[src/rtl/sbuf_pkg.sv]
package sbuf_pkg;

    // States of the data-available tracker
    typedef enum logic [1:0] {
        AV_BELOW = 2'd0,   // fill under threshold
        AV_RISE  = 2'd1,   // first cycle at or above threshold
        AV_ABOVE = 2'd2    // remaining cycles at or above threshold
    } av_state_e;

endpackage

[src/rtl/sbuf_store.sv]
module sbuf_store #(
    parameter  int DEPTH = 16,
    parameter  int WIDTH = 12,
    localparam int AW    = $clog2(DEPTH),
    localparam int CW    = $clog2(DEPTH + 1)
) (
    input  logic             clk,
    input  logic             rst_n,
    input  logic             clr,
    input  logic             push,
    input  logic [WIDTH-1:0] push_data,
    input  logic             pop,
    output logic [WIDTH-1:0] rd_data,
    output logic [CW-1:0]    fill,
    output logic             overflow
);

    logic [WIDTH-1:0] mem [DEPTH];
    logic [AW-1:0]    wr_ptr;
    logic [AW-1:0]    rd_ptr;
    logic [CW-1:0]    cnt;
    logic             ovf_q;
    logic             is_full;
    logic             is_empty;
    logic             take_push;
    logic             take_pop;

    always_comb begin
        is_full   = (cnt == CW'(DEPTH));
        is_empty  = (cnt == '0);
        take_push = push && !is_full && !clr;
        take_pop  = pop && !is_empty && !clr;
    end

    // Storage array, no reset needed
    always_ff @(posedge clk) begin
        if (take_push) begin
            mem[wr_ptr] <= push_data;
        end
    end

    always_ff @(posedge clk or negedge rst_n) begin
        if (!rst_n) begin
            wr_ptr <= '0;
            rd_ptr <= '0;
            cnt    <= '0;
            ovf_q  <= 1'b0;
        end else if (clr) begin
            wr_ptr <= '0;
            rd_ptr <= '0;
            cnt    <= '0;
            ovf_q  <= 1'b0;
        end else begin
            if (take_push) begin
                wr_ptr <= wr_ptr + 1'b1;
            end
            if (take_pop) begin
                rd_ptr <= rd_ptr + 1'b1;
            end
            unique case ({take_push, take_pop})
                2'b10:   cnt <= cnt + 1'b1;
                2'b01:   cnt <= cnt - 1'b1;
                default: cnt <= cnt;
            endcase
            if (push && is_full) begin
                ovf_q <= 1'b1;
            end
        end
    end

    assign rd_data  = mem[rd_ptr];
    assign fill     = cnt;
    assign overflow = ovf_q;

endmodule

[src/rtl/sbuf_avail.sv]
module sbuf_avail
    import sbuf_pkg::*;
#(
    parameter  int DEPTH = 16,
    localparam int CW    = $clog2(DEPTH + 1)
) (
    input  logic          clk,
    input  logic          rst_n,
    input  logic          clr,
    input  logic [CW-1:0] fill,
    input  logic [CW-1:0] trig,
    input  logic          pol,
    input  logic          pulse_mode,
    output logic          av
);

    av_state_e     state_q;
    av_state_e     state_d;
    logic [CW-1:0] eff_trig;
    logic          hit;
    logic          active;

    // Clamp the threshold into 1..DEPTH
    always_comb begin
        if (trig == '0) begin
            eff_trig = CW'(1);
        end else if (trig > CW'(DEPTH)) begin
            eff_trig = CW'(DEPTH);
        end else begin
            eff_trig = trig;
        end
        hit = (fill >= eff_trig);
    end

    always_comb begin
        state_d = state_q;
        if (clr) begin
            state_d = AV_BELOW;
        end else begin
            unique case (state_q)
                AV_BELOW: if (hit) state_d = AV_RISE;
                AV_RISE:  state_d = hit ? AV_ABOVE : AV_BELOW;
                AV_ABOVE: if (!hit) state_d = AV_BELOW;
                default:  state_d = AV_BELOW;
            endcase
        end
    end

    // State register
    always_ff @(posedge clk or negedge rst_n) begin
        if (!rst_n) begin
            state_q <= AV_BELOW;
        end else begin
            state_q <= state_d;
        end
    end

    // Output decode
    always_comb begin
        if (pulse_mode) begin
            active = (state_q == AV_RISE);
        end else begin
            active = (state_q != AV_BELOW);
        end
        av = pol ? active : !active;
    end

endmodule

[src/rtl/sample_buffer.sv]
module sample_buffer #(
    parameter  int DEPTH = 16,
    parameter  int WIDTH = 12,
    localparam int CW    = $clog2(DEPTH + 1)
) (
    input  logic             clk,
    input  logic             rst_n,
    input  logic             fifo_clr,
    input  logic             push,
    input  logic [WIDTH-1:0] push_data,
    input  logic             pop,
    input  logic [CW-1:0]    trig_level,
    input  logic             avail_pol,
    input  logic             avail_pulse,
    output logic [WIDTH-1:0] rd_data,
    output logic             data_av,
    output logic             overflow,
    output logic [CW-1:0]    fill
);

    logic [CW-1:0] fill_w;

    sbuf_store #(.DEPTH(DEPTH), .WIDTH(WIDTH)) u_store (
        .clk       (clk),
        .rst_n     (rst_n),
        .clr       (fifo_clr),
        .push      (push),
        .push_data (push_data),
        .pop       (pop),
        .rd_data   (rd_data),
        .fill      (fill_w),
        .overflow  (overflow)
    );

    sbuf_avail #(.DEPTH(DEPTH)) u_avail (
        .clk        (clk),
        .rst_n      (rst_n),
        .clr        (fifo_clr),
        .fill       (fill_w),
        .trig       (trig_level),
        .pol        (avail_pol),
        .pulse_mode (avail_pulse),
        .av         (data_av)
    );

    assign fill = fill_w;

endmodule

[config.mk]
export PLATFORM = sky130hd
export DESIGN_NAME = sample_buffer
export DESIGN_NICKNAME = d
export VERILOG_FILES = /design/src/rtl/sbuf_pkg.sv /design/src/rtl/sbuf_store.sv /design/src/rtl/sbuf_avail.sv /design/src/rtl/sample_buffer.sv
export SDC_FILE = /design/constraint.sdc
export NUM_CORES = 1
export LEC_CHECK = 0
export ABC_CLOCK_PERIOD_IN_PS = 7700
export BUFFER_PORTS_ARGS = -buffer_cell sky130_fd_sc_hd__buf_2
export CORE_UTILIZATION = 45
export CTS_BUF_LIST = sky130_fd_sc_hd__clkbuf_4 sky130_fd_sc_hd__clkbuf_8
export DETAILED_ROUTE_END_ITERATION = 8
export GPL_ROUTABILITY_DRIVEN = 0
export PLACE_DENSITY_LB_ADDON = 0.1
export SETUP_SLACK_MARGIN = 0.05
export SYNTH_ARGS = -nofsm -noshare
export SYNTH_HDL_FRONTEND = slang
export SYNTH_SLANG_ARGS = --single-unit
[constraint.sdc]
create_clock -name clk -period 7.7 [get_ports clk]
set_clock_uncertainty 0.2 [all_clocks]
set_input_delay 0.385 -clock clk [delete_from_list [all_inputs] [get_ports clk]]
set_output_delay 0.385 -clock clk [all_outputs]
set_load 0.05 [all_outputs]
==> results.cfg <==
[clocking]
cts_root_buf = clkbuf_8
tritoncts.num_buffers = 35
clkTransAtPathRegs_ns = 0.06
worstSkewPairLatency_ns = 0.50
cts-root-to-sink-buffers = 3
cts-resized-gates = 0
cts.htree.levels = 2
clock_tree_from_tritoncts = yes
number_of_sinks_on_the_clock_net = 208

[synth]
synthDominantAreaCellType = edfxtp_1
synth_fa_ha_area_frac = 0.0213
synth_cell_types = 39
synth_top_cell_area_share = 0.674
ys_async_sr_fraction = 0.0769
synth_edf_count = 192
synth_nets = 540
synth_cells = 502
netlist_area_um2 = 8560
synth_flop_cell = edfxtp_1
synthMuxAreaShare = 0.131
synth_common_cells = edfxtp_1, mux2i_1, nor2_1, nand2_1, o21ai_0
synth_top_cells_by_area = edfxtp_1, mux4_2, dfrtp_1, mux2i_1, mux2_2
synth-warning-count = 0
synth_simple_gate_area_frac = 0.0412
yosys_register_bits = 208
synth_most_common_cell = edfxtp_1
seq_area_frac_synth = 0.720
combinational_family_with_the_most_area_after_synthesis = multiplexers
synth_area_per_cell_um2 = 17.0
xor_and_xnor_area_share_after_synthesis = 0.0102
fraction_of_the_mapped_netlist_area_in_compound_gates = 0.0579

[setup_path]
cp_data_required_time_ns = 7.11
kind_of_critical_path = flip-flop to output pin
r2r_setup_slack_ns = 4.46
startpoint_type_of_the_worst_setup_path = flip-flop
worst-endpoint-arrival_ns = 3.27
r2r-end = u_store.fill[4]
worst_r2r_startpoint = u_store.fill[1]
crit_fanout = 65
rr_worst_depth = 10
critical_path.endpoint_type = output pin

[pwr]
power_switching_share = 0.296
power-per-cell-area_nw_per_um2 = 293
comb_power_share = 0.231
p_int_mw = 2.01
vdd.ir_drop.worst_v = 0.000180
net-switching-power_mw = 0.843
power_frac_clock = 0.310
seqPwrFrac = 0.458
power.leakage_nw = 3.29

[floorplanning]
floorplan.io_pins = 43
die_area_um2 = 19600
placeableCoreArea_um2 = 18600
die_h_um = 140
chipWidth_um = 140
rows = 50
initial_utilization = 0.459

[route]
final_antenna_net_count = 0
routed-via-count = 4580
drt_wl_total_um = 18100
drt-pass1-iter-count = 5
post-route-drc-count = 0
drt-initial-drc-count = 253
routed_wire_length_per_instance_um = 21.9
vias_per_cell = 5.54

[placed_design]
io_buffers = 42
detailed_place_hpwl_um = 10700

[global_route]
largest_net_degree_at_the_start_of_global_routing = 66
grt.overflow.total = 0
number_of_antenna_violations_at_the_first_check_in_global_routing = 0
grt_pass1_vias = 4712
grt_first_pass_wirelength_um = 28100
grt.total_usage = 0.195

[timing]
worstMarginPinSlew_ns = 1.19
achievable-frequency_ghz = 0.259
setup_total_negative_slack_ns = 0
hold_viol = 0
finalSetupViolCount = 0
fin_hold_ws_ns = 0.0501
grt_setup_unrepaired = no
min_period_over_period = 0.501
worst_slew_margin_rel = 0.203
drv_slew = 0
fin_crit_ns = 3.86

[layout]
final_layout_size_suffix_gt1_frac = 0.270
fin_nets = 610
antennaDiodeCount = 0
n_fill_cell = 1509
layout-area-overhead-vs-synth_pct = 13.7

[min_path]
hold_path.class = input pin to flip-flop
hold-path-cell-count = 1
hold_path_startpoint = push_data[1]
min_delay_worst_endpoint = u_store.mem[9][1]

[run]
maxCapViolCount = 0

[outcome]
run_status = complete, no violations
power groups by stage:
stage          Clock, mW  Combinational (mW)  Sequential (mW)
6_report           0.885               0.659             1.31
5_1_grt            0.960               0.712             1.31
3_5_place_dp           0               0.667             1.33
2_1_floorplan          0               0.499             1.34
4_1_cts            0.910               0.669             1.31
3_3_place_gp           0               0.661             1.33
cell type report:
| type | instances | area [um2] | area share |
|---|---|---|---|
| multi-input cells | 262 | 2290 | 0.235 |
| clock buffers | 48 | 579 | 0.0595 |
| flip-flops and latches | 208 | 6170 | 0.634 |
| inverters | 7 | 26.3 | 0.00270 |
| well taps | 234 | 293 | 0.0301 |
| repair buffers | 58 | 335 | 0.0344 |
| clock inverters | 9 | 41.3 | 0.00424 |
layer usage:
layer	track usage	vias up	wire, um
met2	0.320	99	8770
met3	0.0386	30	697
met4	0.0561	0	335
met5	0	-	0
li1	-	2114	-
met1	0.264	2337	8290
registers in the layout (all words and copies together), names as in the netlist:
register / flops
u_store.overflow: 1
u_avail.state_q: 2
u_store.mem: 192
u_store.rd_ptr: 4
u_store.wr_ptr: 4
u_store.fill: 5
how the worst max path moves through the flow:
stage                                 end  cells after the start         startpoint  slack [ns]
after CTS                      rd_data[1]                      7  u_store.rd_ptr[0]        3.78
after detailed placement       rd_data[1]                      7  u_store.rd_ptr[0]        4.32
after global routing           rd_data[3]                      7  u_store.rd_ptr[0]        3.52
after global placement         rd_data[3]                      7  u_store.rd_ptr[0]        4.35
after floorplan           u_store.fill[4]                     10    u_store.fill[1]        4.53
final                          rd_data[3]                      7  u_store.rd_ptr[0]        3.84
cell families after synthesis:
family,after synthesis
DFF,208
muxes,80
and+or+nand+nor,80
AOI/OAI and AO/OA,78
buffers and inverters,32
adders and majority gates,14
xor gates and xnor gates,10
metrics by stage:
step                 util  worst slack, ns  power [mW]  area [um2]  instances
finish              0.522             3.84        2.85        9730        826
global route        0.522             3.52        2.99        9730        826
CTS                 0.522             3.78        2.89        9730        826
detailed placement  0.488             4.32        2.00        9090        767
global placement    0.488             4.35        1.99        9090        767
floorplan               -             4.53        1.84        8560        502
layout by cell type, fill, tap and decap left out, drive strengths merged, types with 2 or more instances in the layout:
master | netlist | routed
a21oi | 20 | 20
dfrtp | 16 | 16
xor2 | 6 | 6
nand2b | 4 | 4
a21boi | 2 | 2
nor2 | 32 | 32
edfxtp | 192 | 192
xnor2 | 4 | 4
nand3 | 2 | 2
nand2 | 26 | 26
o21ai | 25 | 25
a221oi | 12 | 12
dlygate4sd3 | 0 | 2
mux2 | 18 | 18
inv | 7 | 7
nand3b | 2 | 2
nor3 | 6 | 6
mux2i | 38 | 38
ha | 13 | 13
buf | 13 | 56
clkbuf | 12 | 48
mux4 | 24 | 24
clkinv | 0 | 8
nor2b | 3 | 3
a22oi | 12 | 12
a31oi | 2 | 2
a21o | 2 | 2
repair_timing:
item / 4_1_cts / 5_1_grt
hold buffers: 2 / 0
endpoints found under the hold margin: 17 / 0
buffers inserted: 0 / 0
critical path, stage by stage, from the launching register on:
cell and delay [ns]:
dfrtp_4 0.56, buf_4 0.90, mux2_2 0.41, o21ai_0 0.16, a21oi_1 0.09, o21ai_0 0.28
nand2_1 0.07, buf_2 0.21
(Power assumes the default switching activity.)
